**config.mk**
```make
export PLATFORM = sky130hd
export DESIGN_NAME = madr_postinc
export DESIGN_NICKNAME = d
export VERILOG_FILES = /design/src/rtl/madr_pkg.sv /design/src/rtl/madr_ctrl_regs.sv /design/src/rtl/madr_next_calc.sv /design/src/rtl/madr_addr_reg.sv /design/src/rtl/madr_postinc.sv
export SDC_FILE = /design/constraint.sdc
export NUM_CORES = 1
export LEC_CHECK = 0
export CORE_UTILIZATION = 32
export CTS_CLUSTER_SIZE = 12
export DETAILED_ROUTE_END_ITERATION = 10
export PLACE_DENSITY = 0.59
export SYNTH_ARGS = -nofsm -noshare
export SYNTH_HDL_FRONTEND = slang
export SYNTH_SLANG_ARGS = --single-unit
```
**constraint.sdc**
```tcl
create_clock -name clk -period 2.55 [get_ports clk]
set_input_delay 0.3825 -clock clk [delete_from_list [all_inputs] [get_ports clk]]
set_output_delay 0.3825 -clock clk [all_outputs]
set_load 0.005 [all_outputs]
```
**src/rtl/madr_pkg.sv**
```systemverilog
// Package: shared sizes and indices for the modulo address post-increment unit.
// Assumes byte-granular addresses and power-of-two access sizes.
package madr_pkg;
    localparam int unsigned ADDR_W    = 16;
    localparam int unsigned SIZE_W    = 3;
    localparam int unsigned SEL_W     = 4;
    localparam int unsigned MAX_SIZE  = 4;
    localparam int unsigned MODE_BIT  = 8;
    localparam int unsigned START_IDX = 10;
    localparam int unsigned END_IDX   = 11;

    typedef struct packed {
        logic                legal;
        logic                wrap;
        logic [ADDR_W-1:0]   next;
    } step_res_t;
endpackage

```
**src/rtl/madr_ctrl_regs.sv**
```systemverilog
// Buffer start/end control registers.
// Assumes one write per cycle; indices other than START_IDX/END_IDX are ignored.
// New values are visible to the datapath from the cycle after the write.
module madr_ctrl_regs #(
    parameter int unsigned AW        = 16,
    parameter int unsigned SW        = 4,
    parameter int unsigned START_IDX = 10,
    parameter int unsigned END_IDX   = 11
) (
    input  logic          clk,
    input  logic          rst_n,
    input  logic          wr_i,
    input  logic [SW-1:0] sel_i,
    input  logic [AW-1:0] wdata_i,
    output logic [AW-1:0] start_o,
    output logic [AW-1:0] end_o
);
    localparam logic [SW-1:0] SEL_START = SW'(START_IDX);
    localparam logic [SW-1:0] SEL_END   = SW'(END_IDX);

    logic [AW-1:0] start_q;
    logic [AW-1:0] end_q;

    // Update the selected register on a write; clear both on reset.
    always_ff @(posedge clk) begin
        if (!rst_n) begin
            start_q <= '0;
            end_q   <= '0;
        end else if (wr_i) begin
            if (sel_i == SEL_START) start_q <= wdata_i;
            if (sel_i == SEL_END)   end_q   <= wdata_i;
        end
    end

    assign start_o = start_q;
    assign end_o   = end_q;
endmodule

```
**src/rtl/madr_next_calc.sv**
```systemverilog
// Combinational next-address calculation.
// Assumes the size is a byte count. A size is legal when it is a nonzero power
// of two no larger than MAX_SIZE. The wrap compare uses end AND NOT(size-1).
module madr_next_calc #(
    parameter int unsigned AW       = 16,
    parameter int unsigned SZW      = 3,
    parameter int unsigned MAX_SIZE = 4
) (
    input  logic           mode_i,
    input  logic [AW-1:0]  addr_i,
    input  logic [SZW-1:0] size_i,
    input  logic [AW-1:0]  start_i,
    input  logic [AW-1:0]  end_i,
    output madr_pkg::step_res_t res_o
);
    localparam int unsigned NSIZES = $clog2(MAX_SIZE) + 1;

    logic [AW-1:0]     size_ext;
    logic [AW-1:0]     end_aligned;
    logic [NSIZES-1:0] size_hit;

    assign size_ext = {{(AW-SZW){1'b0}}, size_i};

    // One compare per legal power-of-two size.
    for (genvar g = 0; g < NSIZES; g++) begin : g_size
        assign size_hit[g] = (size_i == SZW'(1 << g));
    end

    // Align the end address down to the access size.
    assign end_aligned = end_i & ~(size_ext - AW'(1));

    // Form the legality, wrap decision and next value.
    always_comb begin
        res_o.legal = |size_hit;
        res_o.wrap  = mode_i && (addr_i == end_aligned);
        res_o.next  = res_o.wrap ? start_i : (addr_i + size_ext);
    end
endmodule

```
**src/rtl/madr_addr_reg.sv**
```systemverilog
// Address result register and illegal-size error flag.
// Assumes the step strobe is a single-cycle request per access.
module madr_addr_reg #(
    parameter int unsigned AW = 16
) (
    input  logic          clk,
    input  logic          rst_n,
    input  logic          step_i,
    input  logic          legal_i,
    input  logic [AW-1:0] next_i,
    output logic [AW-1:0] addr_o,
    output logic          err_o
);
    // Capture the next address on a legal step; flag illegal steps for one cycle.
    always_ff @(posedge clk) begin
        if (!rst_n) begin
            addr_o <= '0;
            err_o  <= 1'b0;
        end else begin
            err_o <= step_i && !legal_i;
            if (step_i && legal_i) addr_o <= next_i;
        end
    end
endmodule

```
**src/rtl/madr_postinc.sv**
```systemverilog
// Top: post-increment address update with optional circular-buffer reload.
// Assumes the status word is stable around the step. The result is registered.
module madr_postinc #(
    parameter int unsigned AW        = madr_pkg::ADDR_W,
    parameter int unsigned SZW       = madr_pkg::SIZE_W,
    parameter int unsigned SW        = madr_pkg::SEL_W,
    parameter int unsigned MAX_SIZE  = madr_pkg::MAX_SIZE,
    parameter int unsigned MODE_BIT  = madr_pkg::MODE_BIT,
    parameter int unsigned START_IDX = madr_pkg::START_IDX,
    parameter int unsigned END_IDX   = madr_pkg::END_IDX
) (
    input  logic           clk,
    input  logic           rst_n,
    input  logic           step_i,
    input  logic [AW-1:0]  addr_i,
    input  logic [SZW-1:0] size_i,
    input  logic [15:0]    status_i,
    input  logic           creg_wr_i,
    input  logic [SW-1:0]  creg_sel_i,
    input  logic [AW-1:0]  creg_wdata_i,
    output logic [AW-1:0]  addr_o,
    output logic           err_o
);
    logic [AW-1:0]       buf_start;
    logic [AW-1:0]       buf_end;
    madr_pkg::step_res_t res;

    madr_ctrl_regs #(
        .AW(AW), .SW(SW), .START_IDX(START_IDX), .END_IDX(END_IDX)
    ) u_regs (
        .clk(clk), .rst_n(rst_n), .wr_i(creg_wr_i), .sel_i(creg_sel_i),
        .wdata_i(creg_wdata_i), .start_o(buf_start), .end_o(buf_end)
    );

    madr_next_calc #(
        .AW(AW), .SZW(SZW), .MAX_SIZE(MAX_SIZE)
    ) u_calc (
        .mode_i(status_i[MODE_BIT]), .addr_i(addr_i), .size_i(size_i),
        .start_i(buf_start), .end_i(buf_end), .res_o(res)
    );

    madr_addr_reg #(
        .AW(AW)
    ) u_areg (
        .clk(clk), .rst_n(rst_n), .step_i(step_i), .legal_i(res.legal),
        .next_i(res.next), .addr_o(addr_o), .err_o(err_o)
    );
endmodule

```
---- Word-level counts from Yosys, hierarchy flattened ----
Cells that the tools add are included.
storage, ports and cells
  word-level logic and storage cells ...... 22
  bits of input ports ..................... 59
  bits in registers ....................... 49
cells by class
  muxes and demuxes ....................... 1
  add/subtract/negate cells ............... 2
  reductions and logical operators ........ 7
  equality and inequality tests ........... 6
  bitwise logic cells ..................... 2
operator list
  operator             number
  $add 16x3->16        1
  $and 16x16->16       1
  $eq 16x16->1         1
  $mux 16              1
  $not 16->16          1
  $eq 4x4->1 const B   2
  $reduce_and 2->1     2
  $sub 3x1->4 const B  1
  $eq 3x1->1 const B   1
  $eq 3x2->1 const B   1
  $eq 3x3->1 const B   1
  $logic_and 1x1->1    3
  $reduce_or 3->1      1
  $logic_not 1->1      1

---- Longest topological paths before layout ----
  depth in word-level cells ............... 6
  mapped depth ............................ 10
  depth with buffers taken out ............ 8

---- By module ----
From an unflattened synthesis, not the netlist that was laid out.
second synthesis, totals
  cells, all modules ...................... 321
  area total of the unflattened synthesis .. 2,932.8 um^2
by module, submodules not included
  module          area each (um^2)  cells an instance  times used
  madr_ctrl_regs  1,243.7           124                1
  madr_next_calc  991.0             121                1
  madr_addr_reg   698.2             76                 1

---- Worst setup path before layout ----
OpenSTA, ideal clock, no wires.
  path type ............................... in2reg
  from .................................... in size_i[0]
  to ...................................... reg u_areg.addr_o[0]
  slack ................................... 358 ps
  cell stages on the path ................. 7
  buffers on the path ..................... 2
  data arrival time ....................... 2,072 ps
  cells stage by stage .................... or3_1 > buf_6 > o31a_1 > a2111o_1 > buf_6 > and3_4 > a211o_1
between the ends
  word-level cells in the longest chain between the ends .. 6
  elaborated cells between the ends (all ways) .. 12
  those cells by class .................... add/sub (2); eq/ne (4); mux (1); bitwise (2); reduce/logical (3)
RTL lines
  what                  line                  text
  from (decl)           madr_postinc.sv:16    input logic [SZW-1:0] size_i,
  $sub 3x1->4           madr_next_calc.sv:30  assign end_aligned = end_i & ~(size_ext - AW'(1));
  $not 16->16           madr_next_calc.sv:30
  $and 16x16->16        madr_next_calc.sv:30
  $eq 16x16->1          madr_next_calc.sv:35  res_o.wrap = mode_i && (addr_i == end_aligned);
  $logic_and 1x1->1     madr_next_calc.sv:35
  $mux 16               madr_next_calc.sv:36  res_o.next = res_o.wrap ? start_i : (addr_i + size_ext);
  to (signal assigned)  madr_addr_reg.sv:21   if (step_i && legal_i) addr_o <= next_i;
  to (decl)             madr_addr_reg.sv:11   output logic [AW-1:0] addr_o,
Parallel ways exist; a longest one is shown, timed or not.
A chain may end at the register's enable or synchronous reset.

---- Final worst setup path ----
  from .................................... in addr_i[5]
  to ...................................... reg u_areg.addr_o[0]
between the ends
  word-level cells in the longest chain between the ends .. 3
RTL lines
  what               line                  text
  from (decl)        madr_postinc.sv:15    input logic [AW-1:0] addr_i,
  $eq 16x16->1       madr_next_calc.sv:35
  $logic_and 1x1->1  madr_next_calc.sv:35
  $mux 16            madr_next_calc.sv:36
No other way between the ends.

==> flow_summary.ini <==
[outcome]
outcome = finished clean

[grt]
grtUsageTotal = 0.166
gr-total-overflow = 0
grt_pass1_vias = 2297
grt_pass1_wl_um = 11300
grt_max_degree = 33
antenna_found_initial = 0

[synthesis]
yosys_register_bits = 49
syn_inst = 313
yosysTopAreaCell = dfxtp_1
yosysSeqAreaShare = 0.350
syn_area_um2 = 2800
yosysTopAreaCellShare = 0.350
syn_avg_cell_area_um2 = 8.95
yosys-top-cells-area = dfxtp_1 (35%), mux2i_1 (11%), nor2b_1 (10%), nand3_1 (4.5%), xnor2_1 (3.8%)
ys_types = 45
yosys_warnings = 0
synth_nets = 380

[die]
die_h_um = 95.6
pin_count = 76
floorplan.initialDensity = 0.336
fp-row-count = 33
core_area_um2 = 8340
die_w_um = 95.6
die_area_um2 = 9140

[timing]
fin_tns_setup_ps = 0
max_freq_ghz = 0.405
finalCriticalPeriod_ps = 2470
maxSlewViolCount = 0
setup_slack_ps = 80.7
finalCritPeriodShare = 0.968
relSlewSlack = 0.645
rsz0062_at_grt = false
worst_pin_slew_ps = 533
setup_viol = 0
skew_ps = 1.81
hold_viol = 0

[clock_tree]
clockBufferDepth = 2
clkTransAtPathRegs_ps = 90
cts_inserted_buffers = 5
clk_latency_ps = 300
cts_tree = done
clock_sinks = 49
htreeDepth = 2
root_buffer = clkbuf_8

[critical_path]
path_class = primary input to register
critPathMaxFanout = 3
required_ps = 2750
worstPathArrival_ps = 2670
crit_slowest_cell = a2111o_1
endpoint_kind = register
path_common_cell = buf_4
critPathLaunchType = primary input
reg2reg_from = u_regs.end_o[5]
slowest_delay_ps = 490
path_cells = clkdlybuf4s50_1 -> nor2b_1 -> a2111oi_2 -> buf_4 -> nand4_1 -> a2111o_1 -> buf_4 -> and3_4 -> a211o_1
startpoint = addr_i[5]

[final_layout]
drive_gt1_frac = 0.131
antenna-diode-count = 0
synthToLayoutAreaGrowth_pct = 36.0
seq_area_um2 = 981
fillers = 844
multi_input_area_um2 = 1690
fin_util = 0.457
nNetsFinal = 463

[place]
preCtsSetupSlack_ps = -245
dp_hpwl_um = 5870
io_buffers = 60
gp_congestion = 0.852

[pwr]
pwr_density_cell_nw_per_um2 = 412
p_seq_frac = 0.509
cellLeakagePower_nw = 1.49
p_clk_frac = 0.300
p_sw_mw = 0.397
power_frac_comb = 0.191
vdd_ir_drop_max_mv = 0.207
p_int_mw = 1.17
power_switching_share = 0.252

[route]
drc = 0
ant_nets = 0
wirelength_um = 7160
routedWlPerCell_um = 14.3
first_iter_violations = 55
vias = 2451
dr.pass1.iters = 4
via_per_inst = 4.89

[job]
maxCapViolations = 0

[worst_hold_path]
hold_path.class = register to register
min_from = u_areg.addr_o[15]
[worst max-delay path, delay by kind of cell]
kind / cells / cell delay (ps)
AO/OA/AOI/OAI: 3 / 1020
buffers and inverters: 3 / 770
AND/OR/NAND/NOR: 3 / 480
[power by group through the flow]
| stage | logic (mW) | clock network (mW) | registers (mW) |
|---|---|---|---|
| final | 0.300 | 0.472 | 0.799 |
| after global routing | 0.329 | 0.529 | 0.802 |
| after CTS | 0.300 | 0.495 | 0.799 |
| after detailed placement | 0.299 | 0 | 0.817 |
| after global placement | 0.296 | 0 | 0.816 |
| after floorplan | 0.124 | 0 | 0.815 |
[cells in the final DEF, fill, tap and decap left out, drive strengths merged, types with 2 or more instances in the layout]
| cell | netlist | routed |
|---|---|---|
| clkdlybuf4s50 | 0 | 59 |
| dfxtp | 49 | 49 |
| nor2b | 45 | 45 |
| buf | 6 | 35 |
| mux2i | 32 | 32 |
| nand3 | 25 | 25 |
| nand2 | 16 | 16 |
| and3 | 14 | 14 |
| xnor2 | 12 | 12 |
| inv | 11 | 11 |
| nor2 | 8 | 8 |
| nor3 | 7 | 7 |
| xor2 | 7 | 7 |
| a21oi | 7 | 7 |
| ha | 7 | 7 |
| o21ai | 6 | 6 |
| clkbuf | 13 | 6 |
| o311ai | 6 | 6 |
| nand4 | 5 | 5 |
| o31ai | 5 | 5 |
| o211ai | 4 | 4 |
| o22ai | 3 | 3 |
| and4 | 3 | 3 |
| nor4 | 2 | 2 |
| a211oi | 2 | 2 |
| a211o | 2 | 2 |
| a21o | 2 | 2 |
| a2111oi | 2 | 2 |
[logic make-up (layout without fill, tap and decap cells)]
family                   after synthesis  in the layout  synth area share
multiplexers                          32             32             0.114
flip-flops                            49             49             0.350
XOR/XNOR                              19             19            0.0594
AO/OA/AOI/OAI                         45             45             0.123
AND/OR/NAND/NOR                      130            130             0.265
buffers and inverters                 30            113            0.0500
adder cells (fa/ha/maj)                8              8            0.0384
[repair_timing]
action | 4_1_cts | 5_1_grt
hold buffers | 0 | 0
endpoints found under the hold margin | 0 | 0
gates resized for setup | 0 | 6
buffers inserted | 0 | 1
setup endpoints to repair | 0 | 8
[final timing paths]
| check | endpoint | slack, ps | depth (start not counted) |
|---|---|---|---|
| setup reg to reg | u_areg.addr_o[0] | 320 | 8 |
| hold reg to reg | u_areg.addr_o[15] | 470 | 2 |
| setup / recovery | u_areg.addr_o[0] | 80 | 9 |
| hold / removal | u_areg.addr_o[15] | 470 | 2 |
[layer usage]
layer,track usage,vias to the layer above,share of wire
met1,0.228,1129,0.50
met5,0,-,0
li1,-,1274,-
met2,0.265,42,0.45
met3,0.0287,6,0.040
met4,0.0448,0,0.0098
[registers in the layout, indices dropped and copies added, names as in the netlist]
| register | flops |
|---|---|
| u_regs.start_o | 16 |
| u_areg.addr_o | 16 |
| u_regs.end_o | 16 |
| u_areg.err_o | 1 |
[metrics by stage]
stage               hold WS (ps)  instance area (um^2)  total power [mW]  instances
detailed placement           464                  3710              1.12        493
finish                       473                  3810              1.57        501
floorplan                    463                  2800             0.940        313
CTS                          476                  3800              1.59        500
global placement             464                  3710              1.11        493
global route                 501                  3810              1.66        501
[area by class of cell]
cell class	instances	area share
Multi-Input combinational cell	234	0.443
Tap cell	105	0.0345
Clock inverter	1	0.00197
Clock buffer	6	0.0217
Timing Repair Buffer	95	0.230
Inverter	11	0.0108
Sequential cell	49	0.257
[cells in the mapped netlist]
master,n
nor2_4,1
o32a_2,1
clkbuf_1,12
and2_1,1
o22ai_1,3
a22oi_1,1
nor3_1,7
nand2_1,16
xnor2_1,12
and3_1,12
nand4b_1,1
a211oi_1,2
or2_2,1
or4_1,1
a21o_2,1
dfxtp_1,49
a2111o_1,1
inv_1,11
and4_1,3
a21o_1,1
nand3_1,25
ha_1,7
o311ai_0,6
a21oi_1,7
a2111oi_0,1
o211ai_1,4
nor2b_1,45
buf_2,3
and3_4,2
a2111oi_4,1
nor2_1,7
a41oi_1,1
o21ai_0,6
buf_6,3
o31ai_1,5
or3_1,1
nor4_1,2
nand4_1,5
xor2_1,7
o41ai_1,1
o31a_1,1
a211o_1,2
mux2i_1,32
clkbuf_2,1
fa_1,1
No activity file was read; power rests on OpenSTA's default activity.
